$ cat config.mk
export PLATFORM = sky130hd
export DESIGN_NAME = irq_redir_regfile
export DESIGN_NICKNAME = d
export VERILOG_FILES = /design/src/rtl/irq_redir_pkg.sv /design/src/rtl/irq_redir_decode.sv /design/src/rtl/irq_redir_ident.sv /design/src/rtl/irq_redir_table.sv /design/src/rtl/irq_redir_regfile.sv
export SDC_FILE = /design/constraint.sdc
export NUM_CORES = 2
export LEC_CHECK = 0
export BUFFER_PORTS_ARGS = -buffer_cell sky130_fd_sc_hd__buf_2
export CAP_MARGIN = 20
export CORE_AREA = 2 2 636 638
export CTS_BUF_LIST = sky130_fd_sc_hd__clkbuf_16
export DETAILED_ROUTE_END_ITERATION = 10
export DIE_AREA = 0 0 638 640
export PLACE_DENSITY = 0.36
export SLEW_MARGIN = 20
export SYNTH_ARGS = -nofsm -noshare
export SYNTH_HDL_FRONTEND = slang
export SYNTH_SLANG_ARGS = --single-unit
$ cat constraint.sdc
create_clock -name clk -period 3.2 [get_ports clk]
set_clock_uncertainty 0.15 [all_clocks]
set_input_delay 0.64 -clock clk [delete_from_list [all_inputs] [get_ports clk]]
set_output_delay 0.64 -clock clk [all_outputs]
set_load 0.05 [all_outputs]
$ cat src/rtl/irq_redir_pkg.sv
package irq_redir_pkg;

   localparam int WORD_W  = 32;
   localparam int ENTRY_W = 64;

   // which port offset an access lands on
   typedef enum logic [1:0] {
      PORT_NONE,
      PORT_SEL,
      PORT_WIN
   } port_e;

   // what the select register points at
   typedef enum logic [2:0] {
      TGT_NONE,
      TGT_ID,
      TGT_VER,
      TGT_ARB,
      TGT_ENT
   } tgt_e;

endpackage

$ cat src/rtl/irq_redir_decode.sv
module irq_redir_decode
   import irq_redir_pkg::*;
#(
   parameter int DEC_W     = 8,
   parameter int SEL_W     = 8,
   parameter int NUM_PINS  = 24,
   parameter int ENT_W     = 5,
   parameter int SEL_OFS   = 'h00,
   parameter int WIN_OFS   = 'h10,
   parameter int IDX_ID    = 'h00,
   parameter int IDX_VER   = 'h01,
   parameter int IDX_ARB   = 'h02,
   parameter int TBL_BASE  = 'h10,
   parameter int ACC_BYTES = 4
) (
   input  logic [DEC_W-1:0] addr_lo,
   input  logic [2:0]       size,
   input  logic [SEL_W-1:0] sel,
   output port_e            port,
   output logic             size_ok,
   output tgt_e             tgt,
   output logic [ENT_W-1:0] ent,
   output logic             hi
);

   localparam logic [SEL_W-1:0] BASE_L = SEL_W'(TBL_BASE);
   localparam logic [SEL_W-1:0] PINS_L = SEL_W'(NUM_PINS);

   logic [SEL_W-1:0] off;
   logic [SEL_W-1:0] pair;
   logic             in_tbl;

   always_comb begin
      if (addr_lo == DEC_W'(SEL_OFS))      port = PORT_SEL;
      else if (addr_lo == DEC_W'(WIN_OFS)) port = PORT_WIN;
      else                                 port = PORT_NONE;
      size_ok = (size == 3'(ACC_BYTES));
   end

   always_comb begin
      off    = sel - BASE_L;
      pair   = off >> 1;
      in_tbl = (sel >= BASE_L) && (pair < PINS_L);
      ent    = pair[ENT_W-1:0];
      hi     = sel[0];
      if (sel == SEL_W'(IDX_ID))       tgt = TGT_ID;
      else if (sel == SEL_W'(IDX_VER)) tgt = TGT_VER;
      else if (sel == SEL_W'(IDX_ARB)) tgt = TGT_ARB;
      else if (in_tbl)                 tgt = TGT_ENT;
      else                             tgt = TGT_NONE;
   end

endmodule

$ cat src/rtl/irq_redir_ident.sv
module irq_redir_ident #(
   parameter int ID_W       = 4,
   parameter int ID_LSB     = 24,
   parameter int VER_CODE   = 'h11,
   parameter int MAXENT_LSB = 16,
   parameter int NUM_PINS   = 24
) (
   input  logic            clk,
   input  logic            rst_n,
   input  logic            id_we,
   input  logic [ID_W-1:0] id_wr,
   output logic [31:0]     id_word,
   output logic [31:0]     ver_word
);

   logic [ID_W-1:0] id_q;

   always_ff @(posedge clk or negedge rst_n) begin
      if (!rst_n)     id_q <= '0;
      else if (id_we) id_q <= id_wr;
   end

   assign id_word  = 32'(id_q) << ID_LSB;
   assign ver_word = 32'(VER_CODE) | (32'(NUM_PINS - 1) << MAXENT_LSB);

endmodule

$ cat src/rtl/irq_redir_table.sv
module irq_redir_table
   import irq_redir_pkg::*;
#(
   parameter int NUM_PINS = 24,
   parameter int ENT_W    = 5,
   parameter int MASK_BIT = 16
) (
   input  logic                        clk,
   input  logic                        rst_n,
   input  logic                        wr_en,
   input  logic [ENT_W-1:0]            wr_ent,
   input  logic                        wr_hi,
   input  logic [WORD_W-1:0]           wr_data,
   input  logic [ENT_W-1:0]            rd_ent,
   input  logic                        rd_hi,
   output logic [WORD_W-1:0]           rd_word,
   output logic [NUM_PINS*ENTRY_W-1:0] tbl_flat
);

   localparam logic [ENTRY_W-1:0] RST_ENTRY = ENTRY_W'(1) << MASK_BIT;

   logic [ENTRY_W-1:0] ent_q [NUM_PINS];

   for (genvar g = 0; g < NUM_PINS; g++) begin : g_ent
      logic sel_me;
      assign sel_me = wr_en && (wr_ent == ENT_W'(g));

      always_ff @(posedge clk or negedge rst_n) begin
         if (!rst_n) begin
            ent_q[g] <= RST_ENTRY;
         end else if (sel_me) begin
            if (wr_hi) ent_q[g][ENTRY_W-1:WORD_W] <= wr_data;
            else       ent_q[g][WORD_W-1:0]       <= wr_data;
         end
      end

      assign tbl_flat[g*ENTRY_W +: ENTRY_W] = ent_q[g];
   end

   always_comb begin
      rd_word = '0;
      for (int i = 0; i < NUM_PINS; i++) begin
         if (rd_ent == ENT_W'(i))
            rd_word = rd_hi ? ent_q[i][ENTRY_W-1:WORD_W] : ent_q[i][WORD_W-1:0];
      end
   end

endmodule

$ cat src/rtl/irq_redir_regfile.sv
module irq_redir_regfile
   import irq_redir_pkg::*;
#(
   parameter int ADDR_W     = 12,
   parameter int DEC_W      = 8,
   parameter int SEL_W      = 8,
   parameter int NUM_PINS   = 24,
   parameter int ID_W       = 4,
   parameter int ID_LSB     = 24,
   parameter int VER_CODE   = 'h11,
   parameter int MAXENT_LSB = 16,
   parameter int MASK_BIT   = 16,
   parameter int SEL_OFS    = 'h00,
   parameter int WIN_OFS    = 'h10,
   parameter int IDX_ID     = 'h00,
   parameter int IDX_VER    = 'h01,
   parameter int IDX_ARB    = 'h02,
   parameter int TBL_BASE   = 'h10,
   parameter int ACC_BYTES  = 4
) (
   input  logic                         clk,
   input  logic                         rst_n,
   input  logic                         acc_valid,
   input  logic                         acc_write,
   input  logic [ADDR_W-1:0]            acc_addr,
   input  logic [2:0]                   acc_size,
   input  logic [31:0]                  acc_wdata,
   output logic [31:0]                  acc_rdata,
   output logic [NUM_PINS*64-1:0]       tbl_o,
   output logic                         tbl_upd
);

   localparam int ENT_W = (NUM_PINS > 1) ? $clog2(NUM_PINS) : 1;

   // elaboration-time parameter checks
   if (SEL_W > WORD_W || ENT_W > SEL_W) begin : g_bad_sel
      $error("select width out of range");
   end
   if (TBL_BASE % 2 != 0 || TBL_BASE <= IDX_ARB) begin : g_bad_base
      $error("table base must be even and above the fixed registers");
   end
   if (TBL_BASE + 2 * NUM_PINS > (1 << SEL_W)) begin : g_bad_pins
      $error("table does not fit the select range");
   end
   if (ID_LSB + ID_W > WORD_W || NUM_PINS - 1 > 255) begin : g_bad_fields
      $error("identifier or entry-count field out of range");
   end
   if (DEC_W > ADDR_W) begin : g_bad_addr
      $error("decode width exceeds address width");
   end

   if (ADDR_W > DEC_W) begin : g_addr_hi
      logic unused_addr_hi;
      assign unused_addr_hi = ^acc_addr[ADDR_W-1:DEC_W];
   end

   logic [SEL_W-1:0] sel_q;
   port_e            port;
   logic             size_ok;
   tgt_e             tgt;
   logic [ENT_W-1:0] ent;
   logic             hi;
   logic             wr_acc, rd_acc, win_live;
   logic             id_we, tbl_we;
   logic [31:0]      id_word, ver_word, ent_word;
   logic             upd_q;

   irq_redir_decode #(
      .DEC_W(DEC_W), .SEL_W(SEL_W), .NUM_PINS(NUM_PINS), .ENT_W(ENT_W),
      .SEL_OFS(SEL_OFS), .WIN_OFS(WIN_OFS), .IDX_ID(IDX_ID),
      .IDX_VER(IDX_VER), .IDX_ARB(IDX_ARB), .TBL_BASE(TBL_BASE),
      .ACC_BYTES(ACC_BYTES)
   ) u_decode (
      .addr_lo (acc_addr[DEC_W-1:0]),
      .size    (acc_size),
      .sel     (sel_q),
      .port    (port),
      .size_ok (size_ok),
      .tgt     (tgt),
      .ent     (ent),
      .hi      (hi)
   );

   assign wr_acc   = acc_valid && acc_write;
   assign rd_acc   = acc_valid && !acc_write;
   assign win_live = (port == PORT_WIN) && size_ok;
   assign id_we    = wr_acc && win_live && (tgt == TGT_ID);
   assign tbl_we   = wr_acc && win_live && (tgt == TGT_ENT);

   always_ff @(posedge clk or negedge rst_n) begin
      if (!rst_n) begin
         sel_q <= '0;
         upd_q <= 1'b0;
      end else begin
         if (wr_acc && port == PORT_SEL) sel_q <= acc_wdata[SEL_W-1:0];
         upd_q <= tbl_we;
      end
   end

   irq_redir_ident #(
      .ID_W(ID_W), .ID_LSB(ID_LSB), .VER_CODE(VER_CODE),
      .MAXENT_LSB(MAXENT_LSB), .NUM_PINS(NUM_PINS)
   ) u_ident (
      .clk      (clk),
      .rst_n    (rst_n),
      .id_we    (id_we),
      .id_wr    (acc_wdata[ID_LSB +: ID_W]),
      .id_word  (id_word),
      .ver_word (ver_word)
   );

   irq_redir_table #(
      .NUM_PINS(NUM_PINS), .ENT_W(ENT_W), .MASK_BIT(MASK_BIT)
   ) u_table (
      .clk      (clk),
      .rst_n    (rst_n),
      .wr_en    (tbl_we),
      .wr_ent   (ent),
      .wr_hi    (hi),
      .wr_data  (acc_wdata),
      .rd_ent   (ent),
      .rd_hi    (hi),
      .rd_word  (ent_word),
      .tbl_flat (tbl_o)
   );

   always_comb begin
      acc_rdata = '0;
      if (rd_acc) begin
         if (port == PORT_SEL) begin
            acc_rdata = 32'(sel_q);
         end else if (win_live) begin
            case (tgt)
               TGT_ID, TGT_ARB: acc_rdata = id_word;
               TGT_VER:         acc_rdata = ver_word;
               TGT_ENT:         acc_rdata = ent_word;
               default:         acc_rdata = '0;
            endcase
         end
      end
   end

   assign tbl_upd = upd_q;

endmodule

# After elaboration in Yosys (flattened, before gate mapping)
# Cells that the tools add are included.
# Widths: inputs -> output; s select.
dict set report totals {
  reg_bits 1549
  input_bits 51
  elab_cells 231
}
dict set report op_classes {
  addsub 1
  magnitude_cmp 2
  n_eq_ne 33
  muxes 58
  n_bitwise 1
  reduce_logical 85
}
# cell n
set op_table {}
lappend op_table {{$mux 32} 51}
lappend op_table {{$pmux 32 s3} 1}
lappend op_table {{$reduce_and 2->1} 48}
lappend op_table {{$eq 5x4->1 const B} 8}
lappend op_table {{$eq 5x5->1 const B} 8}
lappend op_table {{$logic_and 1x1->1} 32}
lappend op_table {{$eq 5x3->1 const B} 4}
lappend op_table {{$logic_not 8->1} 2}
lappend op_table {{$mux 3} 4}
lappend op_table {{$eq 5x2->1 const B} 2}
lappend op_table {{$eq 8x1->1 const B} 1}
lappend op_table {{$eq 8x2->1 const B} 1}
lappend op_table {{$eq 8x5->1 const B} 1}
lappend op_table {{$ge 8x5->1 const B} 1}
lappend op_table {{$sub 8x5->8 const B} 1}
lappend op_table {{$lt 7x5->1 const B} 1}
lappend op_table {{$eq 3x2->1 const B} 2}
lappend op_table {{$eq 3x3->1 const B} 2}
lappend op_table {{$eq 5x1->1 const B} 1}
lappend op_table {{$logic_not 5->1} 1}
lappend op_table {{$mux 2} 2}
lappend op_table {{$eq 3x1->1 const B} 1}
lappend op_table {{$eq 2x1->1 const B} 1}
lappend op_table {{$eq 2x2->1 const B} 1}
lappend op_table {{other kinds (3)} 3}

# Longest topological paths before layout
dict set report depth {
  word_depth 30
  depth_mapped 14
  mapped_depth_nobuf 10
}

# Hierarchy
# From an unflattened synthesis, not the netlist that was laid out.
dict set report hier_totals {
  cells_unflattened 5664
  hier_area_um2 74721.7
}
# mod n_inst cells_each area_each_um2
set by_module_without_submodules {}
lappend by_module_without_submodules {irq_redir_table 1 5364 72505.8}
lappend by_module_without_submodules {irq_redir_regfile 1 206 1430.1}
lappend by_module_without_submodules {irq_redir_ident 1 70 603.1}
lappend by_module_without_submodules {irq_redir_decode 1 24 182.7}

# Worst setup path after synthesis
# Ideal clock, no wire load.
dict set report synth_timing {
  kind {register -> output}
  startpoint {reg sel_q[4]}
  endpoint {out acc_rdata[30]}
  t_arrival_ns 4.164
  t_required_ns 2.410
  setup_slack_ns -1.754
  stages_incl_launch_ff 12
  n_path_buf 3
  path_cell_list {dfrtp_1 > buf_2 > inv_1 > ha_1 > buf_2 > or4_4 > buf_2 > o22ai_1 > nor2_1 > a221oi_1 > o22ai_1 > a2111oi_1}
}
dict set report synth_via {
  elab_chain_len 30
  word_cells_on_any_way 68
  cone_classes {add/sub: 1; order compare: 2; eq/ne: 29; mux: 32; reduce/logical: 4}
}
# element line_no
set synth_rtl {}
lappend synth_rtl {{start, declared} irq_redir_regfile.sv:57} ;# logic [SEL_W-1:0] sel_q;
lappend synth_rtl {{start signal, assigned} irq_redir_regfile.sv:95} ;# if (wr_acc && port == PORT_SEL) sel_q <= acc_wdata[SEL_W-1:0];
lappend synth_rtl {{$sub 8x5->8} irq_redir_decode.sv:41} ;# off = sel - BASE_L;
lappend synth_rtl {{$logic_not 5->1} irq_redir_table.sv:43} ;# if (rd_ent == ENT_W'(i))
lappend synth_rtl {{$mux 32 (24 in a row)} irq_redir_table.sv:43}
lappend synth_rtl {{$pmux 32 s3 *} irq_redir_regfile.sv:133} ;# case (tgt)
lappend synth_rtl {{$mux 32 *} irq_redir_regfile.sv:132} ;# end else if (win_live) begin
lappend synth_rtl {{$mux 32 *} irq_redir_regfile.sv:130} ;# if (port == PORT_SEL) begin
lappend synth_rtl {{$mux 32 *} irq_redir_regfile.sv:129} ;# if (rd_acc) begin
lappend synth_rtl {{end, declared} irq_redir_regfile.sv:28} ;# output logic [31:0] acc_rdata,
# Mark *: on every way between the ends. The rest lies on a longest branch, timed or not.

# Worst setup path after layout
dict set report layout_timing {
  startpoint {reg sel_q[4]}
  endpoint {out acc_rdata[3]}
}
# Same word-level chain as after synthesis.

==> summary.md <==
| Metric | Value |
|---|---|
| Arr. time, crit path | around 4.5 ns |
| Area of the multi-input gates | between 30000 and 40000 sq um |
| Clk pwr share | 50.7% |
| Pin count of the biggest net entering global routing | 116 |
| Root buffer cell | sky130_fd_sc_hd__clkbuf_16 |
| Die width | between 600 and 700 um |
| DR iter-0 viols | 4187 |
| Distinct cell type count after synthesis | 75 |
| Cell-internal power | 33900 uW |
| Result of the run | finished, violations left |
| Total gr overflow | 0 |
| Top Ports | between 1500 and 2000 |
| Startpoint class of the critical path | register |
| Largest family of logic cells by synthesized area | multiplexers |
| Cell count after placement | roughly 13000 |
| Vias in the first global route | between 60000 and 70000 |
| Chip height | 640 um |
| Sequential group share of total power | between 40% and 50% |
| Proportion of register bits with asynchronous set or reset after synthesis | 100% |
| Arithmetic-cell share of the synthesized area counting full adders, half adders and majority gates | less than 1% |
| Synth area leader | sky130_fd_sc_hd__dfrtp_1 |
| Maximum vdd drop | about 0.45 mV |
| CTS HTree Levels | 4 |
| Global-route wire length before repair | 690 mm |
| Core Rows | about 230 |
| Effective utilization at floorplan | 18.3% |
| Switching share of power | between 20% and 30% |
| Maximum fanout count along the critical path | 5 |
| Post-synthesis simple-gate area fraction | 2.77% |
| Setup repair after global routing missed its margin | true |
| Count of fill cells added during filler insertion | approximately 42000 |
| Overall fraction of global-route tracks in use | between 20% and 30% |
| Total cell area at the placement stage | a little over 100000 sq um |
| Post-synthesis share of cell area spent on xor and xnor gates | less than 1% |
| Power per standard cell area | between 400 and 500 nW/um^2 |
| Max-Slew Margin vs Limit | approximately 39% |
| Crit path time final | 5.24 ns |
| DIE AREA | 408000 sq um |
| Post-route insts no fill | 13900 |
| Endpoints failing setup | around 1500 |
| Fraction of post-synthesis cell area in the top cell type by area | around 52% |
| Share of post-route cells with drive strength above 1 | between 50% and 60% |
| Portion of netlist area occupied by mux cells | roughly a third |
| Average size of a mapped cell | ~13 sq um |
| Clock tree from TritonCTS | done |
| Cts bufs inserted | a little over 200 |
| Count of state elements after synthesis | between 1500 and 2000 |
| Leakage power summed over all cells | between 0.05 and 0.06 uW |
| Routed vias | between 60000 and 70000 |
| Worst Setup End Kind | output port |
| Sinks on Clock Net | around 1500 |
| Worst slew pin tran | 0.922 ns |
| Number of optimization iterations in the first detailed-route pass | 7 |
| Utilization after layout | approximately 28% |
| EDFF count, synth | 0 |
| Top_reg_cell synth | sky130_fd_sc_hd__dfrtp_1 |
| Routed via count divided by cell count | 4.55 |
| Insertion delay to the later sink of the worst-skew pair | between 0.9 and 1 ns |
| Most numerous cell types in the synthesized netlist | 1525 x sky130_fd_sc_hd__dfrtp_1, 934 x sky130_fd_sc_hd__mux2_1, 713 x sky130_fd_sc_hd__mux2_2 |
| Warnings, synthesis | 0 |
| Summed area of non-filler cells in the final layout | ~110000 sq um |
| Area of the core | 401000 sq um |
| Share of the synthesized area in compound gates (AO/OA/AOI/OAI) | roughly 6.3% |
| Fin. max-slew vios | 0 |
| FF+latch area | 38800 sq um |
| Routed wire per std cell | 39.2 um |
| Min-delay worst type | in2reg |
| Biggest area contributors in the synthesized netlist | sky130_fd_sc_hd__dfrtp_1 52%, sky130_fd_sc_hd__mux2_1 14%, sky130_fd_sc_hd__mux2_2 11% |
| Register clock-pin slew on the reported worst setup and hold paths | approximately 0.060 ns |
| Detailed-route wire length | ~550 mm |
| Net count after synthesis | between 5000 and 6000 |
| Worst setup slack after layout | -2.04 ns |
| Half-perimeter wire length of the detailed placement result | 433 mm |
| Layout Nets | roughly 8500 |
| Net Sw Power | roughly 12000 uW |
| Achievable Freq | ~0.19 GHz |
| Share of synthesized area occupied by flip-flops and latches | between 50% and 60% |
| Drc violations | 0 |
| Number of nets with antenna violations after detailed routing | 0 |
| RePlAce Congestion | just under 0.9 |
| Hold Violations, Final | 0 |
| Port-buffer cells | approximately 1600 |
| Setup TNS | -434.61 ns |
| Tcrit/Tclk final | 164% |
| Mapped Area | between 70000 and 80000 sq um |
| Max_cap viols | 0 |
| Total design power | ~46000 uW |
| Violations in the final reports | setup timing |
| Layout Area Growth over Synthesis | 53.8% |
| Cell count after synthesis | ~5500 |
| Longest Clk Path Bufs | 4 |
| Initial antenna violation count | 41 |
| Logic pwr share | around 7% |
| Classification of the worst setup path | reg2out |
| Count leader, synth | sky130_fd_sc_hd__dfrtp_1 |
| Required time of the worst setup path | 2.41 ns |
sequential cells by signal (all words and copies together), names as in the netlist:
name and count:
u_table.tbl_flat 1536, sel_q 8, u_ident.id_q 4, tbl_upd 1
area by class of cell:
cell class                      instances  area share (%)
Inverter                                4          0.0178
Sequential cell                      1549            34.4
Clock inverter                        163            1.23
Tap cell                             5287            5.87
Multi-Input combinational cell       3401            31.0
Timing Repair Buffer                 3288            22.8
Antenna cell                           25          0.0555
Clock buffer                          207            4.60
through the flow:
step	hold slack, ns	setup WS [ns]
2_1_floorplan	0.194	-0.506
3_3_place_gp	0.341	-2.23
5_1_grt	0.0614	-2.12
6_report	0.0923	-2.04
3_5_place_dp	0.342	-1.92
4_1_cts	0.0354	-2.20
cells in the final DEF (no fill, tap or decap), types with 34 or more instances in the layout:
cell type / n
sky130_fd_sc_hd__buf_2: 1581
sky130_fd_sc_hd__dfrtp_1: 1521
sky130_fd_sc_hd__buf_4: 1261
sky130_fd_sc_hd__mux2_1: 916
sky130_fd_sc_hd__mux2_2: 701
sky130_fd_sc_hd__mux2i_1: 607
sky130_fd_sc_hd__buf_12: 292
sky130_fd_sc_hd__clkbuf_16: 213
sky130_fd_sc_hd__a21oi_1: 141
sky130_fd_sc_hd__o21ai_0: 140
sky130_fd_sc_hd__buf_6: 94
sky130_fd_sc_hd__o22ai_1: 87
sky130_fd_sc_hd__nor2_1: 48
sky130_fd_sc_hd__nor2_4: 45
sky130_fd_sc_hd__inv_1: 45
sky130_fd_sc_hd__clkinv_1: 44
sky130_fd_sc_hd__nand2_1: 39
sky130_fd_sc_hd__clkinv_2: 35
sky130_fd_sc_hd__o211ai_1: 34
worst max-delay path: stages (launching register included):
cell and delay [ns]:
sky130_fd_sc_hd__dfrtp_1 0.41, sky130_fd_sc_hd__clkinv_4 0.08, sky130_fd_sc_hd__ha_4 0.30, sky130_fd_sc_hd__buf_12 0.13
sky130_fd_sc_hd__nor3b_4 0.25, sky130_fd_sc_hd__buf_12 0.20, sky130_fd_sc_hd__nand2_8 0.11, sky130_fd_sc_hd__o221ai_4 0.28
sky130_fd_sc_hd__a2111oi_4 0.12, sky130_fd_sc_hd__nor3b_4 0.18, sky130_fd_sc_hd__o31a_1 0.25, sky130_fd_sc_hd__o211ai_1 0.61
sky130_fd_sc_hd__a32o_2 0.37, sky130_fd_sc_hd__buf_6 0.18
cell families after synthesis:
group / count (synthesis)
compound gates: 737
xor+xnor: 1
fa+ha+maj: 2
buf+inv: 527
flops: 1549
mux: 2291
simple gates: 370
power by group through the flow:
stage / clock network [uW] / logic [uW] / registers (uW)
after CTS: 24100 / 3240 / 19600
final: 23500 / 3220 / 19600
after floorplan: 0 / 842 / 20000
after detailed placement: 0 / 3050 / 20000
after global routing: 24800 / 3390 / 19600
after global placement: 0 / 3030 / 20000
timing repair:
action	CTS	global route
setup buffers	74	70
cloned	16	6
gates resized for setup	431	295
endpoints found under the setup margin	1568	1531
pin swaps	99	142
endpoints found under the hold margin	446	0
hold buffers	2	0
routing by layer:
metal	vias up	GRT usage, %	part of all wire (%)
li1	26300	-	-
met1	34100	29.7	39
met2	2276	45.3	50
met3	690	4.83	5.3
met4	0	12.5	6.2
met5	-	0	0
path summary, 6_finish.rpt:
kind	start	endpoint	slack, ns	cells past startpoint
setup / recovery	sel_q[4]	acc_rdata[3]	-2.04	13
hold / removal	acc_wdata[3]	u_table.tbl_flat[323]	0.09	2
setup reg to reg	sel_q[4]	u_table.tbl_flat[967]	-0.40	16
hold reg to reg	u_table.tbl_flat[789]	u_table.tbl_flat[789]	0.35	1
max in group asynchronous	rst_n	u_table.tbl_flat[783]	1.49	4
min in group asynchronous	rst_n	u_table.tbl_flat[103]	0.14	2
(Power assumes the default switching activity.)
